`config.mk`:
```
export PLATFORM = sky130hd
export DESIGN_NAME = i2c_dbuf_datareg
export DESIGN_NICKNAME = d
export VERILOG_FILES = /design/src/rtl/i2c_dbuf_pkg.sv /design/src/rtl/i2c_dbuf_rxalign.sv /design/src/rtl/i2c_dbuf_rxctl.sv /design/src/rtl/i2c_dbuf_txpath.sv /design/src/rtl/i2c_dbuf_datareg.sv
export SDC_FILE = /design/constraint.sdc
export NUM_CORES = 1
export LEC_CHECK = 0
export BUFFER_PORTS_ARGS = -buffer_cell sky130_fd_sc_hd__buf_4
export CORE_MARGIN = 3
export CORE_UTILIZATION = 53
export CTS_CLUSTER_DIAMETER = 100
export DETAILED_ROUTE_END_ITERATION = 6
export GPL_ROUTABILITY_DRIVEN = 0
export GPL_TIMING_DRIVEN = 0
export PLACE_DENSITY = 0.86
export SYNTH_ARGS = -nofsm -noshare
export SYNTH_HDL_FRONTEND = slang
export SYNTH_SLANG_ARGS = --single-unit
```
`constraint.sdc`:
```
create_clock -name clk -period 3.65 [get_ports clk]
set_input_delay 0.73 -clock clk [delete_from_list [all_inputs] [get_ports clk]]
set_output_delay 0.73 -clock clk [all_outputs]
set_load 0.02 [all_outputs]
```
`src/rtl/i2c_dbuf_pkg.sv`:
```
package i2c_dbuf_pkg;

    parameter int DW = 8;
    parameter int LW = $clog2(DW);

    typedef logic [DW-1:0] byte_t;
    typedef logic [LW-1:0] len_t;
    typedef logic [LW:0]   cnt_t;

    // Number of data bits selected by the length field; zero means a full byte.
    function automatic cnt_t frame_bits(input len_t len);
        return (len == '0) ? cnt_t'(DW) : {1'b0, len};
    endfunction

    // Ones over the low frame_bits(len) positions.
    function automatic byte_t frame_mask(input len_t len);
        byte_t ones;
        ones = '1;
        return ones >> (DW - int'(frame_bits(len)));
    endfunction

endpackage

```
`src/rtl/i2c_dbuf_rxalign.sv`:
```
module i2c_dbuf_rxalign
    import i2c_dbuf_pkg::*;
(
    input  byte_t raw_i,
    input  len_t  len_i,
    input  logic  order_i,
    output byte_t aligned_o
);

    byte_t masked;
    int    pad;

    always_comb begin
        masked = raw_i & frame_mask(len_i);
        pad    = DW - int'(frame_bits(len_i));
        if (order_i) begin
            aligned_o = masked << pad;
        end else begin
            aligned_o = masked;
        end
    end

endmodule

```
`src/rtl/i2c_dbuf_rxctl.sv`:
```
module i2c_dbuf_rxctl
    import i2c_dbuf_pkg::*;
(
    input  logic  clk,
    input  logic  rst_n,
    input  logic  enable_i,
    input  logic  rx_mode_i,
    input  logic  frame_done_i,
    input  byte_t aligned_i,
    input  logic  host_rd_i,
    output byte_t hold_o,
    output logic  full_o
);

    typedef struct packed {
        byte_t shift;
        byte_t hold;
        logic  full;
        logic  pend;
    } rx_state_t;

    rx_state_t st_d, st_q;

    always_comb begin
        st_d = st_q;
        if (enable_i) begin
            // Read effect first: the host sees st_q.hold this cycle.
            if (host_rd_i) begin
                if (st_q.pend && rx_mode_i) begin
                    st_d.hold = st_q.shift;
                    st_d.full = 1'b1;
                    st_d.pend = 1'b0;
                end else if (!st_q.pend) begin
                    st_d.full = 1'b0;
                end
            end
            if (frame_done_i && rx_mode_i) begin
                if (!st_d.full) begin
                    st_d.hold = aligned_i;
                    st_d.full = 1'b1;
                end else begin
                    st_d.shift = aligned_i;
                    st_d.pend  = 1'b1;
                end
            end
        end
    end

    always_ff @(posedge clk or negedge rst_n) begin
        if (!rst_n) begin
            st_q <= '0;
        end else begin
            st_q <= st_d;
        end
    end

    assign hold_o = st_q.hold;
    assign full_o = st_q.full;

    p_direct_load_r1: assert property (@(posedge clk) disable iff (!rst_n)
        enable_i && rx_mode_i && frame_done_i && !st_q.full && !host_rd_i
        |=> st_q.full && st_q.hold == $past(aligned_i));

    p_defer_hold_r2: assert property (@(posedge clk) disable iff (!rst_n)
        enable_i && rx_mode_i && frame_done_i && st_q.full && !host_rd_i
        |=> st_q.pend && st_q.full && $stable(st_q.hold));

    p_deferred_move_r2: assert property (@(posedge clk) disable iff (!rst_n)
        enable_i && rx_mode_i && host_rd_i && st_q.pend
        |=> st_q.full && st_q.hold == $past(st_q.shift));

    p_read_clears_r3: assert property (@(posedge clk) disable iff (!rst_n)
        enable_i && host_rd_i && !st_q.pend && !frame_done_i
        |=> !st_q.full);

    p_tx_no_move_r4: assert property (@(posedge clk) disable iff (!rst_n)
        enable_i && !rx_mode_i |=> $stable(st_q.hold));

    p_disabled_frozen_r8: assert property (@(posedge clk) disable iff (!rst_n)
        !enable_i |=> $stable(st_q));

    p_pend_implies_full_r11: assert property (@(posedge clk) disable iff (!rst_n)
        st_q.pend |-> st_q.full);

endmodule

```
`src/rtl/i2c_dbuf_txpath.sv`:
```
module i2c_dbuf_txpath
    import i2c_dbuf_pkg::*;
(
    input  logic  clk,
    input  logic  rst_n,
    input  logic  enable_i,
    input  logic  host_wr_i,
    input  byte_t host_wdata_i,
    input  len_t  len_i,
    input  logic  order_i,
    output byte_t tx_bits_o
);

    byte_t txreg_d, txreg_q;
    int    pad;

    always_comb begin
        txreg_d = txreg_q;
        if (enable_i && host_wr_i) begin
            txreg_d = host_wdata_i;
        end
    end

    always_ff @(posedge clk or negedge rst_n) begin
        if (!rst_n) begin
            txreg_q <= '0;
        end else begin
            txreg_q <= txreg_d;
        end
    end

    always_comb begin
        pad = DW - int'(frame_bits(len_i));
        if (order_i) begin
            tx_bits_o = txreg_q & frame_mask(len_i);
        end else begin
            tx_bits_o = txreg_q >> pad;
        end
    end

    p_write_gated_r8: assert property (@(posedge clk) disable iff (!rst_n)
        !(enable_i && host_wr_i) |=> $stable(txreg_q));

    p_tx_upper_zero_r6: assert property (@(posedge clk) disable iff (!rst_n)
        (tx_bits_o & ~frame_mask(len_i)) == '0);

endmodule

```
`src/rtl/i2c_dbuf_datareg.sv`:
```
module i2c_dbuf_datareg
    import i2c_dbuf_pkg::*;
(
    input  logic          clk,
    input  logic          rst_n,
    input  logic          enable_i,
    input  logic          rx_mode_i,
    input  logic          bit_order_i,
    input  logic [LW-1:0] frame_len_i,
    input  logic          frame_done_i,
    input  logic [DW-1:0] frame_bits_i,
    input  logic          host_rd_i,
    input  logic          host_wr_i,
    input  logic [DW-1:0] host_wdata_i,
    output logic [DW-1:0] host_rdata_o,
    output logic          full_o,
    output logic [DW-1:0] tx_bits_o
);

    byte_t aligned;
    byte_t hold;

    i2c_dbuf_rxalign u_rxalign (
        .raw_i     (frame_bits_i),
        .len_i     (frame_len_i),
        .order_i   (bit_order_i),
        .aligned_o (aligned)
    );

    i2c_dbuf_rxctl u_rxctl (
        .clk          (clk),
        .rst_n        (rst_n),
        .enable_i     (enable_i),
        .rx_mode_i    (rx_mode_i),
        .frame_done_i (frame_done_i),
        .aligned_i    (aligned),
        .host_rd_i    (host_rd_i),
        .hold_o       (hold),
        .full_o       (full_o)
    );

    i2c_dbuf_txpath u_txpath (
        .clk          (clk),
        .rst_n        (rst_n),
        .enable_i     (enable_i),
        .host_wr_i    (host_wr_i),
        .host_wdata_i (host_wdata_i),
        .len_i        (frame_len_i),
        .order_i      (bit_order_i),
        .tx_bits_o    (tx_bits_o)
    );

    assign host_rdata_o = enable_i ? hold : '0;

    p_disabled_reads_zero_r8: assert property (@(posedge clk) disable iff (!rst_n)
        !enable_i |-> host_rdata_o == '0);

    p_rx_outside_zero_r5: assert property (@(posedge clk) disable iff (!rst_n)
        enable_i && rx_mode_i && frame_done_i && !full_o && !host_rd_i
        |=> $countones(host_rdata_o) <= int'(frame_bits($past(frame_len_i))));

endmodule

```
==> results of run 1 <==
## power by group through the flow
stage / Sequential, uW / Combinational, uW / Clock [uW]
after floorplan: 422 / 293 / 0
after global placement: 432 / 416 / 0
after detailed placement: 437 / 426 / 0
after CTS: 431 / 429 / 243
after global routing: 443 / 481 / 256
final: 432 / 437 / 240
## placed cells by master, fill, tap and decap left out, drive strengths merged, types with 8 or more instances in the layout
| master | count |
|---|---|
| a21oi | 14 |
| a31oi | 12 |
| and2 | 9 |
| buf | 50 |
| clkbuf | 14 |
| dfrtp | 26 |
| mux2 | 9 |
| nand2 | 30 |
| nand3 | 8 |
| nor2 | 20 |
| o21ai | 19 |
## timing repair
item	CTS	global route
resized for setup	6	12
setup endpoints to repair	7	6
setup buffers	0	2
## worst paths after layout
check / startpoint / endpoint / slack, ns / cells after the start
setup reg to reg: u_rxctl.st_q[0] / u_rxctl.st_q[10] / 1.96 / 5
setup / recovery: frame_len_i[0] / tx_bits_o[1] / 0.10 / 13
hold reg to reg: u_rxctl.st_q[12] / u_rxctl.st_q[12] / 0.49 / 2
min in group clk: u_rxctl.st_q[12] / u_rxctl.st_q[12] / 0.49 / 2
hold / removal: rst_n / u_rxctl.st_q[14] / 0.35 / 1
max in group asynchronous: rst_n / u_rxctl.hold_o[0] / 3.03 / 1
## sequential cells by signal (all words and copies together), names as in the netlist
name              cells
u_rxctl.full_o        1
u_rxctl.hold_o        8
u_rxctl.st_q          9
u_txpath.txreg_q      8
## per-layer routing
layer  global-route usage (%)  vias to the layer above  wire (um)
li1                         -                     1077          -
met1                     29.5                     1033       2350
met2                     38.3                      134       2750
met3                     4.35                       20        460
met4                     10.2                        0        178
met5                        0                        -          0
## area by class of cell
| cell class | instances | area [um2] |
|---|---|---|
| clock buffer | 3 | 41.3 |
| multi-input combinational | 212 | 1400 |
| buffer | 17 | 96.3 |
| timing repair buffer | 44 | 330 |
| tap | 48 | 60.1 |
| fill | 296 | 1140 |
| sequential | 26 | 651 |
| inverter | 6 | 22.5 |
| clock inverter | 1 | 30.0 |
## critical path, delay by kind of cell
family / cells / cell delay (ns)
AOI/OAI and AO/OA: 2 / 0.57
and+or+nand+nor: 4 / 0.47
buffers and inverters: 6 / 0.89
adders and majority gates: 1 / 0.16
## cell families (layout without fill, tap and decap cells)
kind of cell             after synthesis  count (layout)  synth area share (%)
AND/OR/NAND/NOR                      101             101                  24.9
AO/OA/AOI/OAI                         90              90                  28.8
flip-flops                            26              26                  30.6
buffers and inverters                 23              71                  4.77
multiplexers                          15              15                  7.59
adder cells (fa/ha/maj)                3               3                  1.77
XOR/XNOR                               3               3                  1.59
## per-stage QoR
stage / power (uW) / worst slack (ns)
3_3_place_gp: 848 / -0.248
5_1_grt: 1180 / -0.0187
2_1_floorplan: 716 / 0.250
3_5_place_dp: 862 / -0.272
6_report: 1110 / 0.104
4_1_cts: 1100 / 0.00380
==> results.md, run 1 <==
* Initial Utilization at 56.4%
* Most frequent CP cell: buf_4
* Post-synth net total at 291
* Fin crit period at 3.55 ns
* GRT Total Usage at 23.2%
* Peak VDD IR at 0.000300 V
* Pint at 721 uW
* Final setup TNS at 0 ns
* Total grt overflow at 0
* CP max stage delay at 0.32 ns
* Max Cap Viol at 0
* Sw Ratio at 35.0%
* Largest cells by area after synthesis: dfrtp_1 31%, nand2_1 5.3%, mux2_2 4.8%, o21ai_0 4.0%, a31oi_1 3.5%
* # port buffers at 42
* First DRT Iteration DRCs at 184
* Fin. max-slew vios at 0
* Initial antenna violation count at 0
* Die H at 69.3 um
* Largest net degree at the start of global routing at 27
* Number of synthesized flops with an enable pin at 0
* Asr flop ratio synth at 100%
* H-Tree Depth at 1
* CP arrival at 2.82 ns
* Die area at 4810 um2
* First-pass GRT wire length at 9340 um
* Initial DRT Pass Iterations at 5
* TritonCTS Buffers at 3
* Hold Violations, Final at 0
* Post-layout util at 69.7%
* Req. time, crit path at 2.92 ns
* Synth warn at 0
* Final non-filler cell total at 357
* Final HPWL DP at 4280 um
* Ys flop type: dfrtp_1
* HP Class: in2async
* Fin crit share at 97.2%
* Die Wd at 69.3 um
* Clk pin slew, worst setup/hold paths at 0.09 ns
* Vias in the first global route at 2103
* Worst slew pin tran at 0.691 ns
* Dpl cell area at 2500 um2
* CTS Hold Buffers Added at 0
* Worst-Skew Late Latency at 0.28 ns
* Highest Clock Rate at 282 MHz
* Final instance area at 2630 um2
* Clock sink total at 26
* Critical path class: in2out
* Slew Limit Headroom at 53.9%
* Hold WS at 0.347 ns
* CP Cell Sequence: buf_4 > buf_2 > inv_2 > ha_1 > clkbuf_4 > nor2b_4 > buf_4 > nor2_1 > a311o_1 > nand2b_1 > nor2_1 > o31a_1 > buf_4
* Post-Route WL at 5740 um
* Post-synth top area share at 30.6%
* Mapped Area at 2130 um2
* Clk pwr share at 21.6%
* Inst Count DP at 351
* Core box area at 3770 um2
* Seq pwr share at 39.0%
* Outcome: completed
* Longest Clk Path Bufs at 2
* FF+latch count, synth at 26
* Via count at 2264
* Startpoint Class: primary input
* Synth top cells by count: 30 x nand2_1, 26 x dfrtp_1, 19 x nor2_1, 17 x o21ai_0, 14 x a21oi_1
* Combinational Power Share at 39.4%
* Leak at 0.00114 uW
* Psw at 388 uW
* Share of layout cells above drive strength 1 at 26.5%
* Layout area overhead at 23.7%
* Count leader, synth: nand2_1
* CTS tree: built
* Syn Inst Count at 261
* Antenna Violating Nets Remaining at 0
* # rows at 22
* Wirelength per Cell at 16.1 um
* Post-synth top area cell: dfrtp_1
* # setup viols final at 0
* Synth unique cells at 58
* Avg Cell Area, Syn at 8.14 um2
* Skew final at 0.00857 ns
* Drt drc at 0
* Pwr/cell area at 422 nW/um2
* Critical Path Fanout Max at 10
* Crit-path slowest cell: a311o_1
* ANT cells at 0
* Crit end category: output pin
* Via/cell ratio at 6.34
* Io pins at 44
* Sequential fraction of the synthesis area at 30.6%
* Fin nets at 340
* CTS root buffer: clkbuf_8
(Power assumes the default switching activity.)
==> run 2: changes to the inputs <==
- BUFFER_PORTS_ARGS: -buffer_cell sky130_fd_sc_hd__buf_4 -> -buffer_cell sky130_fd_sc_hd__buf_2
- CORE_ASPECT_RATIO: not set -> 1.25
==> results.md, run 2 (synthesis gave the netlist of run 1 again) <==
* GRT Total Usage at 25.4% (+2.2 points)
* # setup viols final at 0 (unchanged)
* Commonest non-fill, non-tap cells in the layout: 45 x buf_2, 30 x nand2_1, 26 x dfrtp_1, 19 x nor2_1, 16 x o21ai_0
* Top reg by flops: u_rxctl.st_q
* Fin. max-slew vios at 0 (unchanged)
* Crit end category: output pin
* Dpl cell area at 2400 um2 (-3.9%)
* Core box area at 3820 um2 (+1.2%)
* Power, Total at 1100 uW (-0.77%)
* Final HPWL DP at 4500 um (+5.0%)
* Multi-input logic area at 1400 um2 (+0.36%)
* Inst Count DP at 357 (+1.7%)
* Largest net degree at the start of global routing at 27 (unchanged)
* Pwr/cell area at 432 nW/um2 (+2.5%)
* Vias in the first global route at 2152 (+2.3%)
* CTS root buffer: clkbuf_8
* Initial DRT Pass Iterations at 6 (+1)
* Unrepaired setup endpoints after global routing: no
* # rows at 25 (+14%)
* Startpoint Class: primary input
* Layout area overhead at 19.8%
* Post-Route WL at 6150 um (+7.2%)
* Wirelength per Cell at 16.9 um (+4.8%)
* Die H at 76.8 um (+11%)
* Post-Place Setup Slack at -0.287 ns (-0.0155 ns)
* Met2 wire length at 3060 um (+11%)
* TritonCTS Buffers at 3 (unchanged)
* Sw Ratio at 36.7% (+1.7 points)
* Outcome: completed
* Seq pwr share at 39.4% (+0.4 points)
* Psw at 403 uW (+4.0%)
* Max Cap Viol at 0 (unchanged)
* Top routing layer in use: met4
* Skew final at 0.00361 ns (-0.00496 ns)
* Hold Violations, Final at 0 (unchanged)
* Initial antenna violation count at 0 (unchanged)
* Highest Clock Rate at 289 MHz (+2.4%)
* Post-route setup slack at 0.187 ns (+0.0834 ns)
* HP Class: in2async
* Total grt overflow at 0 (unchanged)
* Clk pwr share at 22.6% (+1.0 points)
* CP Launch Point: frame_len_i[0]
* Clk pin slew, worst setup/hold paths at 0.10 ns (about the same)
* CP arrival at 2.73 ns (-0.09 ns)
* Longest Clk Path Bufs at 2 (unchanged)
* Combinational Power Share at 38.0% (-1.4 points)
* Share of layout cells above drive strength 1 at 27.0% (+0.47 points)
* Peak VDD IR at 0.000212 V (-29%)
* Post-layout util at 66.7% (-3.0 points)
* Die Wd at 62.6 um (-9.6%)
* Fin crit period at 3.46 ns (-0.0834 ns)
* Via count at 2326 (+2.7%)
* Critical path class: in2out
* Commonest non-fill, non-tap cell in the layout: buf_2
* Die area at 4810 um2 (about the same)
* # port buffers at 42 (unchanged)
* ANT cells at 0 (unchanged)
* Fill count at 322 (+8.8%)
* WL met1 at 2290 um (-2.2%)
* Clock sink total at 26 (unchanged)
* Fin crit share at 94.9% (-2.3 points)
* First-pass GRT wire length at 10000 um (+7.2%)
* CTS tree: built
* Antenna Violating Nets Remaining at 0 (unchanged)
* Slew Limit Headroom at 55.0% (+1.1 points)
* Drt drc at 0 (unchanged)
* Final instance area at 2550 um2 (-3.1%)
* Worst slew pin tran at 0.674 ns (-0.0164 ns)
* Met3 WL at 561 um (+22%)
* H-Tree Depth at 1 (unchanged)
* Leak at 0.00112 uW (-1.8%)
* Worst-Skew Late Latency at 0.28 ns (about the same)
* Reg2reg start: u_rxctl.st_q[0]
* Req. time, crit path at 2.92 ns (about the same)
* Max reg flops at 9 (unchanged)
* Pint at 697 uW (-3.3%)
* Via/cell ratio at 6.37 (+0.49%)
* Io pins at 44 (unchanged)
* Initial Utilization at 55.7% (-0.67 points)
* First DRT Iteration DRCs at 271 (+47%)
* Register area at 651 um2 (unchanged)
* Critical Path Fanout Max at 10 (unchanged)
* Final non-filler cell total at 365 (+2.2%)
* Fin nets at 342 (+0.59%)
run 2: cell types whose count changed in the layout (fill, tap and decap cells not counted), sizes merged:
| cell | delta |
|---|---|
| buf | +2 |
run 2: power by group through the flow:
stage          logic, uW  registers [uW]  clock network [uW]
2_1_floorplan        293             422                   0
3_3_place_gp         389             430                   0
3_5_place_dp         402             438                   0
4_1_cts              406             432                 247
5_1_grt              460             447                 264
6_report             418             433                 249
run 2: timing repair:
item | CTS | global route
pin swaps | 0 | 1
resized for setup | 6 | 8
setup endpoints to repair | 7 | 7
setup buffers | 0 | 5
hold buffers | 0 | 0
run 2: final timing paths:
check	endpoint	slack [ns]	cells past startpoint
max reg2reg	u_rxctl.st_q[10]	1.94	5
min in group clk	u_rxctl.st_q[10]	0.50	2
max	tx_bits_o[0]	0.19	12
min	u_rxctl.hold_o[4]	0.44	1
max in group asynchronous	u_rxctl.st_q[10]	2.81	1
min reg2reg	u_rxctl.st_q[10]	0.50	2
run 2: final cells by class:
class / instances / area share (%)
well taps: 54 / 2.65
flip-flops and latches: 26 / 25.6
plain buffers: 16 / 3.29
inverters: 6 / 0.885
clock buffers: 3 / 1.62
multi-input cells: 212 / 55.1
repair buffers: 47 / 9.73
clock inverters: 1 / 1.18
run 2: through the flow:
step | hold slack (ns) | TNS (ns)
2_1_floorplan | 0.434 | 0
3_3_place_gp | 0.463 | -1.05
3_5_place_dp | 0.488 | -1.04
4_1_cts | 0.460 | 0
5_1_grt | 0.470 | 0
6_report | 0.441 | 0
run 2: metal layers:
| metal | vias up | global-route usage, % |
|---|---|---|
| li1 | 1084 | - |
| met1 | 1047 | 30.0 |
| met2 | 164 | 44.4 |
| met3 | 31 | 4.25 |
| met4 | 0 | 12.4 |
| met5 | - | 0 |
run 2: critical path: stages:
cell and delay (ns):
buf_2 0.17, inv_2 0.08, ha_1 0.19, buf_2 0.18
nor2b_4 0.16, buf_4 0.14, nor2_4 0.21, a22oi_2 0.14
mux2_2 0.29, o21ai_0 0.16, o21a_1 0.12, buf_2 0.15
==> run 3: changes to the inputs <==
- CORE_MARGIN: 3 -> 2
==> results.md, run 3 (synthesis gave the netlist of run 1 again) <==
* First DRT Iteration DRCs at 170 (-37%)
* Clk pwr share at 22.5% (about the same)
* First-pass GRT wire length at 9310 um (-7.0%)
* Critical path's top delay family: buffers and inverters
* Critical Path Fanout Max at 10 (unchanged)
* Drt drc at 0 (unchanged)
* Top reg by flops: u_rxctl.st_q
* Max Cap Viol at 0 (unchanged)
* Initial DRT Pass Iterations at 5 (-1)
* Dpl cell area at 2400 um2 (unchanged)
* Combinational Power Share at 38.1% (about the same)
* Initial Utilization at 55.7% (unchanged)
* Hold Violations, Final at 0 (unchanged)
* Critical path class: in2out
* Pint at 697 uW (about the same)
* # rows at 25 (unchanged)
* Worst-Skew Late Latency at 0.28 ns (about the same)
* Total grt overflow at 0 (unchanged)
* Max reg flops at 9 (unchanged)
* Worst slew pin tran at 0.676 ns (+0.00158 ns)
* Layout area overhead at 19.4%
* Startpoint Class: primary input
* Crit path buf inv count at 6 (+1)
* Psw at 398 uW (-1.4%)
* Crit-path slowest cell: mux2_2
* Wirelength per Cell at 16.3 um (-3.1%)
* Most frequent CP cell: buf_2
* HP Class: in2async
* Req. time, crit path at 2.92 ns (about the same)
* Peak VDD IR at 0.000238 V (+12%)
* Slew Limit Headroom at 54.9% (-0.11 points)
* TritonCTS Buffers at 3 (unchanged)
* Leak at 0.00112 uW (-0.24%)
* Die area at 4540 um2 (-5.7%)
* GRT Total Usage at 26.8% (+1.3 points)
* Via/cell ratio at 6.31 (-0.98%)
* Final instance area at 2540 um2 (-0.34%)
* Fin. max-slew vios at 0 (unchanged)
* CP Cell Sequence: buf_2 > buf_2 > inv_2 > ha_1 > clkbuf_4 > buf_4 > nand3b_1 > o21ai_4 > a22oi_2 > mux2_2 > o22ai_1 > o21a_1 > buf_2
* Skew final at 0.00360 ns (-0.0000108 ns)
* Pwr/cell area at 432 nW/um2 (-0.15%)
* Unrepaired setup endpoints after global routing: no
* Die H at 74.8 um (-2.6%)
* Fin crit period at 3.52 ns (+0.0574 ns)
* Sw Ratio at 36.3% (-0.33 points)
* Initial antenna violation count at 0 (unchanged)
* Inst Count DP at 357 (unchanged)
* Fin nets at 341 (-0.29%)
* Crit end category: output pin
* Power, Total at 1090 uW (-0.49%)
* Commonest non-fill, non-tap cell in the layout: buf_2
* Post-Route WL at 5950 um (-3.3%)
* Commonest non-fill, non-tap cells in the layout: 46 x buf_2, 30 x nand2_1, 26 x dfrtp_1, 19 x nor2_1, 15 x o21ai_0
* Clock sink total at 26 (unchanged)
* CTS root buffer: clkbuf_8
* CP arrival at 2.79 ns (+0.06 ns)
* Longest Clk Path Bufs at 2 (unchanged)
* H-Tree Depth at 1 (unchanged)
* Share of layout cells above drive strength 1 at 27.1% (+0.087 points)
* CTS Hold Buffers Added at 0 (unchanged)
* Largest net degree at the start of global routing at 27 (unchanged)
* CTS tree: built
* Fill count at 335 (+4.0%)
* # port buffers at 42 (unchanged)
* Clk pin slew, worst setup/hold paths at 0.10 ns (about the same)
* Die Wd at 60.6 um (-3.2%)
* CP max stage delay at 0.29 ns (about the same)
* ANT cells at 0 (unchanged)
* Fin crit share at 96.4% (+1.6 points)
* # setup viols final at 0 (unchanged)
* Highest Clock Rate at 284 MHz (-1.6%)
* Core box area at 3820 um2 (unchanged)
* Vias in the first global route at 2132 (-0.93%)
* Post-route setup slack at 0.130 ns (-0.0574 ns)
* Final HPWL DP at 4460 um (-0.86%)
* Final non-filler cell total at 364 (-0.27%)
* Post-Place Setup Slack at -0.278 ns (+0.00991 ns)
* Io pins at 44 (unchanged)
* Outcome: completed
* Antenna Violating Nets Remaining at 0 (unchanged)
* Seq pwr share at 39.4% (about the same)
* Via count at 2297 (-1.2%)
run 3: cell count changes in the layout (fill, tap and decap cells not counted), sizes merged:
cell	before	now
clkbuf	14	13
run 3: final timing paths:
path / cells past startpoint / endpoint / start / slack, ns
hold / removal: 1 / u_rxctl.hold_o[4] / rst_n / 0.43
max in group asynchronous: 1 / u_txpath.txreg_q[1] / rst_n / 2.84
setup reg to reg: 5 / u_rxctl.st_q[12] / u_rxctl.st_q[0] / 1.93
min in group clk: 2 / u_rxctl.st_q[10] / u_rxctl.st_q[10] / 0.51
setup / recovery: 13 / tx_bits_o[2] / frame_len_i[0] / 0.13
hold reg to reg: 2 / u_rxctl.st_q[10] / u_rxctl.st_q[10] / 0.51
run 3: per-stage QoR:
| stage | hold slack, ns | util (%) | setup TNS [ns] |
|---|---|---|---|
| floorplan | 0.434 | - | 0 |
| global placement | 0.463 | 63.0 | -1.05 |
| detailed placement | 0.485 | 63.0 | -1.10 |
| CTS | 0.459 | 65.2 | 0 |
| global route | 0.492 | 66.5 | 0 |
| finish | 0.426 | 66.5 | 0 |
run 3: per-layer routing:
layer  part of all wire, %  track usage (%)
met4                   3.1             12.3
met5                     0                0
met2                    52             49.3
met1                    37             30.1
met3                   7.9             3.09
run 3: worst reg2reg max path, stage by stage, from the launching register on:
cell,delay [ns]
dfrtp_1,0.46
mux2i_1,0.18
or3b_2,0.51
clkbuf_1,0.23
nand2_1,0.13
o21ai_0,0.08
run 3: repair_timing:
item	4_1_cts	5_1_grt
endpoints found under the setup margin	7	7
endpoints found under the hold margin	0	0
gates resized for setup	5	13
setup buffers	0	3
run 3: area by class of cell:
cell class / instances / area (um2) / area share [%]
repair buffers: 45 / 233 / 9.17
multi-input cells: 212 / 1400 / 55.3
well taps: 54 / 67.6 / 2.66
clock buffers: 3 / 41.3 / 1.63
flip-flops and latches: 26 / 651 / 25.6
inverters: 6 / 22.5 / 0.888
plain buffers: 17 / 90.1 / 3.55
clock inverters: 1 / 30.0 / 1.18
run 3: power by group through the flow:
stage                     Combinational, uW  Sequential, uW  Clock, uW
final                                   417             431        247
after detailed placement                402             437          0
after CTS                               406             430        243
after global routing                    456             441        254
after global placement                  389             431          0
after floorplan                         293             422          0
